--- src/rtl/fnd_pkg.sv ---
package fnd_pkg;
  localparam int FND_INT_W  = 12;
  localparam int FND_FRAC_W = 20;
  localparam int FND_PH_W   = 4;
  localparam int FND_MIN_DIV = 2;
endpackage

--- src/rtl/fnd_shadow.sv ---
module fnd_shadow #(
  parameter int INT_W    = fnd_pkg::FND_INT_W,
  parameter int FRAC_W   = fnd_pkg::FND_FRAC_W,
  parameter int MIN_DIV  = fnd_pkg::FND_MIN_DIV,
  parameter int DEF_INT  = 16,
  parameter int DEF_FRAC = 0
) (
  input  logic              clk,
  input  logic              rst_n,
  input  logic [INT_W-1:0]  cfg_int,
  input  logic [FRAC_W-1:0] cfg_frac,
  input  logic              cfg_load,
  input  logic              tc_now,
  output logic [INT_W-1:0]  eff_int,
  output logic [FRAC_W-1:0] eff_frac,
  output logic [INT_W-1:0]  act_int
);
  localparam logic [INT_W-1:0]  MIN_V  = INT_W'(MIN_DIV);
  localparam logic [INT_W-1:0]  RST_I  = INT_W'(DEF_INT);
  localparam logic [FRAC_W-1:0] RST_F  = FRAC_W'(DEF_FRAC);

  logic [INT_W-1:0]  pend_int;
  logic [FRAC_W-1:0] pend_frac;
  logic              pend_vld;
  logic [FRAC_W-1:0] act_frac;
  logic [INT_W-1:0]  cfg_int_cl;

  // small divide values would give a zero-length count; raise them
  always_comb cfg_int_cl = (cfg_int < MIN_V) ? MIN_V : cfg_int;

  // values used at the current terminal count
  always_comb begin
    eff_int  = pend_vld ? pend_int  : act_int;
    eff_frac = pend_vld ? pend_frac : act_frac;
  end

  always_ff @(posedge clk) begin
    if (!rst_n) begin
      pend_int  <= MIN_V;
      pend_frac <= '0;
      pend_vld  <= 1'b0;
      act_int   <= (RST_I < MIN_V) ? MIN_V : RST_I;
      act_frac  <= RST_F;
    end else begin
      if (tc_now) begin
        act_int  <= eff_int;
        act_frac <= eff_frac;
      end
      if (cfg_load) begin
        pend_int  <= cfg_int_cl;
        pend_frac <= cfg_frac;
        pend_vld  <= 1'b1;
      end else if (tc_now) begin
        pend_vld  <= 1'b0;
      end
    end
  end
endmodule

--- src/rtl/fnd_nco.sv ---
module fnd_nco #(
  parameter int FRAC_W = fnd_pkg::FND_FRAC_W,
  parameter int PH_W   = fnd_pkg::FND_PH_W
) (
  input  logic              clk,
  input  logic              rst_n,
  input  logic              step,
  input  logic [FRAC_W-1:0] incr,
  output logic              carry,
  output logic [PH_W-1:0]   phase_code
);
  localparam int SUM_W = FRAC_W + 1;

  logic [FRAC_W-1:0] acc;
  logic [SUM_W-1:0]  sum;

  always_comb begin
    sum   = {1'b0, acc} + {1'b0, incr};
    carry = sum[FRAC_W];
  end

  always_ff @(posedge clk) begin
    if (!rst_n) begin
      acc        <= '0;
      phase_code <= '0;
    end else if (step) begin
      acc        <= sum[FRAC_W-1:0];
      phase_code <= sum[FRAC_W-1 -: PH_W];
    end
  end
endmodule

--- src/rtl/fnd_counter.sv ---
module fnd_counter #(
  parameter int INT_W = fnd_pkg::FND_INT_W
) (
  input  logic             clk,
  input  logic             rst_n,
  input  logic [INT_W-1:0] eff_int,
  input  logic             carry,
  output logic             tc_now,
  output logic             tc_pulse
);
  localparam int CNT_W = INT_W + 1;

  logic [CNT_W-1:0] cnt;
  logic [CNT_W-1:0] reload;

  always_comb begin
    tc_now = (cnt == '0);
    reload = {1'b0, eff_int} + CNT_W'(carry) - CNT_W'(1);
  end

  // reset to zero so the first period boundary is the first edge
  always_ff @(posedge clk) begin
    if (!rst_n) begin
      cnt      <= '0;
      tc_pulse <= 1'b0;
    end else begin
      tc_pulse <= tc_now;
      cnt      <= tc_now ? reload : cnt - CNT_W'(1);
    end
  end
endmodule

--- src/rtl/fnd_toggle.sv ---
module fnd_toggle (
  input  logic clk,
  input  logic rst_n,
  input  logic tc_now,
  output logic clk_out
);
  always_ff @(posedge clk) begin
    if (!rst_n)      clk_out <= 1'b0;
    else if (tc_now) clk_out <= ~clk_out;
  end
endmodule

--- src/rtl/fnd_divider.sv ---
module fnd_divider #(
  parameter int INT_W    = fnd_pkg::FND_INT_W,
  parameter int FRAC_W   = fnd_pkg::FND_FRAC_W,
  parameter int PH_W     = fnd_pkg::FND_PH_W,
  parameter int DEF_INT  = 16,
  parameter int DEF_FRAC = 0
) (
  input  logic              clk,
  input  logic              rst_n,
  input  logic [INT_W-1:0]  cfg_int,
  input  logic [FRAC_W-1:0] cfg_frac,
  input  logic              cfg_load,
  output logic              tc_pulse,
  output logic [PH_W-1:0]   phase_code,
  output logic              clk_out
);
  logic              tc_now;
  logic              carry;
  logic [INT_W-1:0]  eff_int;
  logic [FRAC_W-1:0] eff_frac;
  logic [INT_W-1:0]  act_int;

  fnd_shadow #(
    .INT_W(INT_W), .FRAC_W(FRAC_W), .MIN_DIV(fnd_pkg::FND_MIN_DIV),
    .DEF_INT(DEF_INT), .DEF_FRAC(DEF_FRAC)
  ) u_shadow (
    .clk(clk), .rst_n(rst_n), .cfg_int(cfg_int), .cfg_frac(cfg_frac),
    .cfg_load(cfg_load), .tc_now(tc_now), .eff_int(eff_int),
    .eff_frac(eff_frac), .act_int(act_int)
  );

  fnd_nco #(.FRAC_W(FRAC_W), .PH_W(PH_W)) u_nco (
    .clk(clk), .rst_n(rst_n), .step(tc_now), .incr(eff_frac),
    .carry(carry), .phase_code(phase_code)
  );

  fnd_counter #(.INT_W(INT_W)) u_cnt (
    .clk(clk), .rst_n(rst_n), .eff_int(eff_int), .carry(carry),
    .tc_now(tc_now), .tc_pulse(tc_pulse)
  );

  fnd_toggle u_tog (
    .clk(clk), .rst_n(rst_n), .tc_now(tc_now), .clk_out(clk_out)
  );
endmodule

--- config.mk ---
export PLATFORM = sky130hd
export DESIGN_NAME = fnd_divider
export DESIGN_NICKNAME = d
export VERILOG_FILES = /design/src/rtl/fnd_pkg.sv /design/src/rtl/fnd_shadow.sv /design/src/rtl/fnd_nco.sv /design/src/rtl/fnd_counter.sv /design/src/rtl/fnd_toggle.sv /design/src/rtl/fnd_divider.sv
export SDC_FILE = /design/constraint.sdc
export NUM_CORES = 1
export LEC_CHECK = 0
export ABC_AREA = 1
export BUFFER_PORTS_ARGS = -buffer_cell sky130_fd_sc_hd__buf_2
export CORE_ASPECT_RATIO = 0.75
export CORE_MARGIN = 8
export CORE_UTILIZATION = 35
export CTS_BUF_LIST = sky130_fd_sc_hd__clkbuf_8
export CTS_CLUSTER_DIAMETER = 120
export DETAILED_ROUTE_END_ITERATION = 10
export GPL_ROUTABILITY_DRIVEN = 0
export PLACE_DENSITY_LB_ADDON = 0.12
export SLEW_MARGIN = 40
export SYNTH_ARGS = -nofsm -noshare
export SYNTH_HDL_FRONTEND = slang
export SYNTH_SLANG_ARGS = --single-unit
--- constraint.sdc ---
create_clock -name clk -period 3.2 [get_ports clk]
set_input_delay 0.32 -clock clk [delete_from_list [all_inputs] [get_ports clk]]
set_output_delay 0.32 -clock clk [all_outputs]
set_load 0.005 [all_outputs]
# --- Word-level counts from Yosys, hierarchy flattened ---
# Index checks and enable logic that the tools add are counted.
classes:
  add_sub_neg: 4
  n_lt_le_gt_ge: 1
  n_mux: 6
  n_bitwise: 1
  reduce_logical: 2
op_table:
  columns: ["op", "n"]
  rows:
  - ["$sub A13 B1 Y13 const B", 2]
  - ["$mux W12", 2]
  - ["$add A20 B20 Y21", 1]
  - ["$mux W20", 1]
  - ["$add A12 B1 Y13", 1]
  - ["$logic_not A13 Y1", 1]
  - ["$mux W13", 1]
  - ["$lt A12 B2 Y1 const B", 1]
  - ["$mux W1", 2]
  - ["$reduce_bool A2 Y1", 1]
  - ["$not A1 Y1", 1]
totals:
  regBits: 104
  input_bits: 35
  out_inout_bits: 6
  word_cells: 24

# --- Longest topological paths before layout ---
logic_depth:
  word_depth: 5
  ltp_mapped: 22
  mapped_depth_nobuf: 20

# --- Hierarchy ---
# A second synthesis with hierarchy kept.
hier_totals:
  hier_cells: 904
  area_unflattened_um2: 6047.0
by_module_without_submodules:
  columns: ["mod", "n_inst", "cells_each", "area_per_inst_um2", "seq_area_each_um2"]
  rows:
  - ["fnd_shadow", 1, 393, 2965.3, 1301.2]
  - ["fnd_nco", 1, 341, 1993.2, 400.4]
  - ["fnd_counter", 1, 165, 1053.5, 280.3]
  - ["fnd_toggle", 1, 5, 35.0, 20.0]

# --- Worst setup path before layout ---
# OpenSTA, ideal clock, no wires.
synth_timing:
  path_type: "register to register"
  startpoint: "register u_shadow.pend_vld"
  endpoint: "register u_cnt.cnt[10]"
  setup_time_ps: 113
  t_arrival_ps: 3011
  required_time_ps: 3087
  path_slack_ps: 76
  path_stages_with_launch: 22
  path_buffers: 3
  synth_period_minus_slack_ps: 3124
  path_cell_list: "dfxtp_1 > buf_6 > buf_4 > clkbuf_1 > nand2_1 > nand2_1 > ha_1 > fa_1 > nand3_1 > nand3_1 > nand2_1 > nand2_1 > nand2_1 > nand2_1 > a21oi_1 > ha_1 > ha_1 > nand2_1 > nor2_2 > nand3_1 > nor2_1 > nor2_1"
synth_between:
  elab_chain_cells: 5
  word_cells_on_any_way: 6
  classes_between: "3 x add/sub; 3 x mux"
synth_rtl:
  columns: ["element", "line_no", "rtl"]
  rows:
  - ["start, declared", "fnd_shadow.sv:24", "logic pend_vld;"]
  - ["start signal, assigned", "fnd_shadow.sv:41", "pend_vld <= 1'b0;"]
  - ["start signal, assigned", "fnd_shadow.sv:52", "pend_vld <= 1'b1;"]
  - ["start signal, assigned", "fnd_shadow.sv:54", "pend_vld <= 1'b0;"]
  - ["$mux W20", "fnd_shadow.sv:34", "eff_frac = pend_vld ? pend_frac : act_frac;"]
  - ["named net eff_frac[0]", "fnd_divider.sv:20", "logic [FRAC_W-1:0] eff_frac;"]
  - ["$add A20 B20 Y21", "fnd_nco.sv:18", "sum = {1'b0, acc} + {1'b0, incr};"]
  - ["$add A12 B1 Y13", "fnd_counter.sv:18", "reload = {1'b0, eff_int} + CNT_W'(carry) - CNT_W'(1);"]
  - ["$sub A13 B1 Y13", "fnd_counter.sv:18", null]
  - ["$mux W13", "fnd_counter.sv:28", "cnt <= tc_now ? reload : cnt - CNT_W'(1);"]
  - ["end signal, assigned", "fnd_counter.sv:28", null]
  - ["end, declared", "fnd_counter.sv:13", "logic [CNT_W-1:0] cnt;"]
# The timed path passes the listed nets, and every way through them passes these cells.
# A chain may end at the register's enable or synchronous reset.

# --- Final worst setup path ---
layout_timing:
  startpoint: "register u_shadow.pend_vld"
  endpoint: "register u_cnt.cnt[7]"
# Same word-level chain as after synthesis.

==> summary.md <==
| Metric | Value |
|---|---|
| Result of the run | `finished clean` |
| Starting Density | `a little over a third` |
| Antenna violations before repair | `0` |
| Largest buffer count on any clock path | `2` |
| Dominant combinational cell family by area after synthesis | `simple AND/OR/NAND/NOR gates` |
| GR Util met3 | `3.51%` |
| Number of distinct library cells after synthesis | `45` |
| Simple-gate portion of the synthesized area | `31.7%` |
| Post-Synth Adder-Cell Area | `under 10%` |
| Setup_tns | `0 ns` |
| Max rail drop VDD | `between 0.0002 and 0.0003 V` |
| Number of search-and-repair iterations in the first detailed-routing pass | `4` |
| Multiplexer share of the synthesized area | `less than 1%` |
| DIE HEIGHT | `126 um` |
| Static Leakage | `2.89 nW` |
| Total nets after synthesis | `around 900` |
| Relative max-transition margin | `a little under three fifths` |
| # diodes | `0` |
| Total global routing track utilization | `15.3%` |
| Clock transition at path regs | `between 0.1 and 0.15 ns` |
| WP data arrival | `3.24 ns` |
| Detailed placer's ending HPWL | `11100 um` |
| Site row count | `40` |
| Width of the chip | `about 160 um` |
| Grt met2 use | `19.1%` |
| Via density | `between 4 and 5` |
| Sinks on the clock net | `100` |
| WL/cell | `14.1 um` |
| Buffer type at the clock tree root | `sky130_fd_sc_hd__clkbuf_8` |
| Layout Skew | `0.0118 ns` |
| Number of standard cells after synthesis | `843` |
| Syn-to-layout area delta | `11.5%` |
| Clock buffer count from CTS | `9` |
| Number of violations of the max-capacitance limit | `0` |
| First-pass GRT wire length | `25100 um` |
| Final Routed Wirelength | `15300 um` |
| Number of synthesis warnings | `0` |
| Number of storage elements in the synthesis netlist | `100` |
| Violation count after the first detailed-route iteration | `between 300 and 400` |
| Nets | `930` |
| Final clock period utilization by the worst path | `92.6%` |
| Number of endpoints failing setup at the final stage | `0` |
| Area of the mapped netlist | `around 0.0056 mm2` |
| Most congested layer reported by global routing | `met1` |
| Hold buffers post-CTS | `0` |
| Max Fanout on Critical Path | `4` |
| TritonCTS clock tree | `built` |
| I/O pin total | `41` |
| Total internal power | `2.60 mW` |
| Max-slew violation count | `0` |
| Type of origin of the critical path | `register` |
| Number of global-route vias before repair | `4636` |
| Met1 layer usage reported by global route | `~25%` |
| Fill cell total of the finished layout | `1755` |
| Synthesized-area fraction occupied by ao, oa, aoi and oai cells | `between 10 and 15%` |
| Minimum clock period after layout | `~3.0 ns` |
| Logic gate share of total power | `a little under half` |
| Highest Clock Rate | `338 MHz` |
| Number of buffer cells added on primary ports | `40` |
| Post-route core utilization | `between 30% and 40%` |
| Core Box Area | `0.0158 mm2` |
| Remaining global-route overflow | `0` |
| Vias post-DR | `just over 5k` |
| Final instance area | `0.00624 mm2` |
| Multi-input gate area | `0.00316 mm2` |
| Switching power as a share of total power | `~44%` |
| Number of hold-slack violations in the final timing report | `0` |
| Fraction of synthesized cell area in xor and xnor cells | `2.50%` |
| Count of unresolved DRC violations after routing | `0` |
| P per Cell Area | `747 mW/mm2` |
| Floorplan die area | `slightly above 0.02 mm2` |
| Pin slew with the least headroom to its limit | `around 0.67 ns` |
| Number of setup buffers added after CTS | `0` |
| CTS H-tree lvls | `3` |
| Avg Synthesized Cell Area | `6.64 um2` |
| Switching power summed over all nets | `2.07 mW` |
| Proportion of power drawn by flip-flops and latches | `36.3%` |
| Sequential cell area | `~0.0020 mm2` |
| Placed inst area | `0.00597 mm2` |
| Relative contribution of the clock network to total power | `approximately 18%` |
| Later-pin clock latency in the skew report | `0.38 ns` |
| Required arrival time at the worst endpoint | `3.48 ns` |
| Final std cells w/o fill | `between 1k and 1.5k` |
| Maximum number of pins on one net before global-route repair | `65` |
| Path category of the worst min-delay check | `in2reg` |
| Detail Route Antenna Nets | `0` |
| Critical path type | `reg2reg` |
| Endpoint kind of the worst setup timing path | `register` |
| Sequential-to-total area share from yosys stat | `35.8%` |
| Count of placed standard cells including taps | `1070` |
| Ratio of cells with drive above 1 in the final layout | `12.4%` |
[final cells by class]
| cell class | count | share of cell area (%) |
|---|---|---|
| tap | 210 | 4.21 |
| timing repair buffer | 53 | 5.03 |
| clock inverter | 7 | 1.02 |
| sequential | 100 | 32.1 |
| multi-input combinational | 625 | 50.6 |
| inverter | 82 | 4.99 |
| clock buffer | 9 | 1.98 |
[critical path, stage by stage, from the launching register on]
cell	delay (ns)
sky130_fd_sc_hd__dfxtp_4	0.37
sky130_fd_sc_hd__buf_4	0.14
sky130_fd_sc_hd__nand2_1	0.05
sky130_fd_sc_hd__nand2_1	0.08
sky130_fd_sc_hd__ha_1	0.23
sky130_fd_sc_hd__fa_2	0.36
sky130_fd_sc_hd__nand3_2	0.10
sky130_fd_sc_hd__nand3_2	0.09
sky130_fd_sc_hd__nand2_1	0.09
sky130_fd_sc_hd__nand2_1	0.10
sky130_fd_sc_hd__nand2_1	0.11
sky130_fd_sc_hd__nand2_2	0.09
sky130_fd_sc_hd__a21oi_4	0.17
sky130_fd_sc_hd__ha_2	0.22
sky130_fd_sc_hd__buf_4	0.13
sky130_fd_sc_hd__nand3_4	0.11
sky130_fd_sc_hd__inv_1	0.07
sky130_fd_sc_hd__a21oi_1	0.07
sky130_fd_sc_hd__nor3_2	0.22
sky130_fd_sc_hd__nor2_1	0.05
[layout by cell type (no fill, tap or decap), drive strengths merged, types with 23 or more instances in the layout]
| cell | synthesis | final |
|---|---|---|
| ha | 23 | 23 |
| a21oi | 68 | 68 |
| buf | 17 | 53 |
| inv | 79 | 87 |
| nand3 | 45 | 45 |
| nand2 | 255 | 255 |
| o21ai | 63 | 63 |
| dfxtp | 100 | 100 |
| nor2 | 113 | 113 |
[timing repair]
item                                    CTS  global route
gates resized for setup                   2            18
pin swaps                                 0             2
endpoints found under the setup margin    3            10
endpoints found under the hold margin     0             0
[stage by stage]
| stage | total power, mW | hold WS (ns) | worst slack, ns |
|---|---|---|---|
| final | 4.66 | 0.149 | 0.238 |
| after global placement | 3.83 | 0.445 | 0.0723 |
| after global routing | 5.06 | 0.122 | -0.00765 |
| after CTS | 4.65 | 0.119 | 0.0158 |
| after detailed placement | 3.81 | 0.438 | -0.0385 |
| after floorplan | 3.33 | 0.428 | 0.0762 |
[registers in the layout, summed over array words and instances (netlist names), 12 cells and up]
| signal | cells |
|---|---|
| u_shadow.pend_int | 12 |
| u_shadow.act_frac | 20 |
| u_cnt.cnt | 13 |
| u_shadow.act_int | 12 |
| u_shadow.pend_frac | 20 |
| u_nco.acc | 20 |
[cells by family after synthesis]
kind of cell             count (synthesis)
AO/OA/AOI/OAI                          154
XOR/XNOR                                16
adder cells (fa/ha/maj)                 24
buffers and inverters                  118
flip-flops                             100
multiplexers                             2
AND/OR/NAND/NOR                        429
[synth_stat cells, drive strengths merged]
| library cell | number | area, um2 |
|---|---|---|
| xor2 | 9 | 78.8 |
| nand2 | 255 | 972 |
| dfxtp | 100 | 2000 |
| nor4 | 2 | 12.5 |
| a21oi | 68 | 344 |
| a211oi | 3 | 22.5 |
| a31oi | 2 | 12.5 |
| o21a | 9 | 67.6 |
| o21bai | 4 | 30.0 |
| nand4 | 4 | 31.3 |
| clkinv | 3 | 12.5 |
| nor2 | 113 | 452 |
| nand3b | 1 | 7.51 |
| buf | 17 | 129 |
| a311oi | 1 | 8.76 |
| mux2i | 2 | 23.8 |
| nand3 | 45 | 248 |
| o22ai | 1 | 6.26 |
| o31ai | 2 | 15.0 |
| fa | 1 | 20.0 |
| xnor2 | 7 | 61.3 |
| ha | 23 | 288 |
| o211ai | 1 | 7.51 |
| clkbuf | 19 | 71.3 |
| o21ai | 63 | 323 |
| nor3 | 6 | 35.0 |
| and2 | 3 | 18.8 |
| inv | 79 | 299 |
[power groups by stage]
stage	Clock [mW]	Combinational, mW	Sequential (mW)
after CTS	0.853	2.11	1.69
after global routing	0.898	2.44	1.72
final	0.817	2.15	1.69
after floorplan	0	1.66	1.67
after detailed placement	0	2.09	1.72
after global placement	0	2.11	1.72
[routing by layer]
| layer | up-vias | part of all wire [%] |
|---|---|---|
| met2 | 103 | 35 |
| met5 | - | 0 |
| met3 | 11 | 5.2 |
| met1 | 2197 | 59 |
| li1 | 2755 | - |
| met4 | 0 | 0.97 |
[final timing paths]
check / startpoint / endpoint / slack [ns] / cells after the start
worst max-delay path: u_shadow.pend_vld / u_cnt.cnt[7] / 0.24 / 19
worst min-delay path: cfg_frac[4] / u_shadow.pend_frac[4] / 0.15 / 3
worst max register to register: u_shadow.pend_vld / u_cnt.cnt[7] / 0.24 / 19
worst min register to register: u_tog.clk_out / u_tog.clk_out / 0.45 / 1
Power figures use the tool's default switching activity.
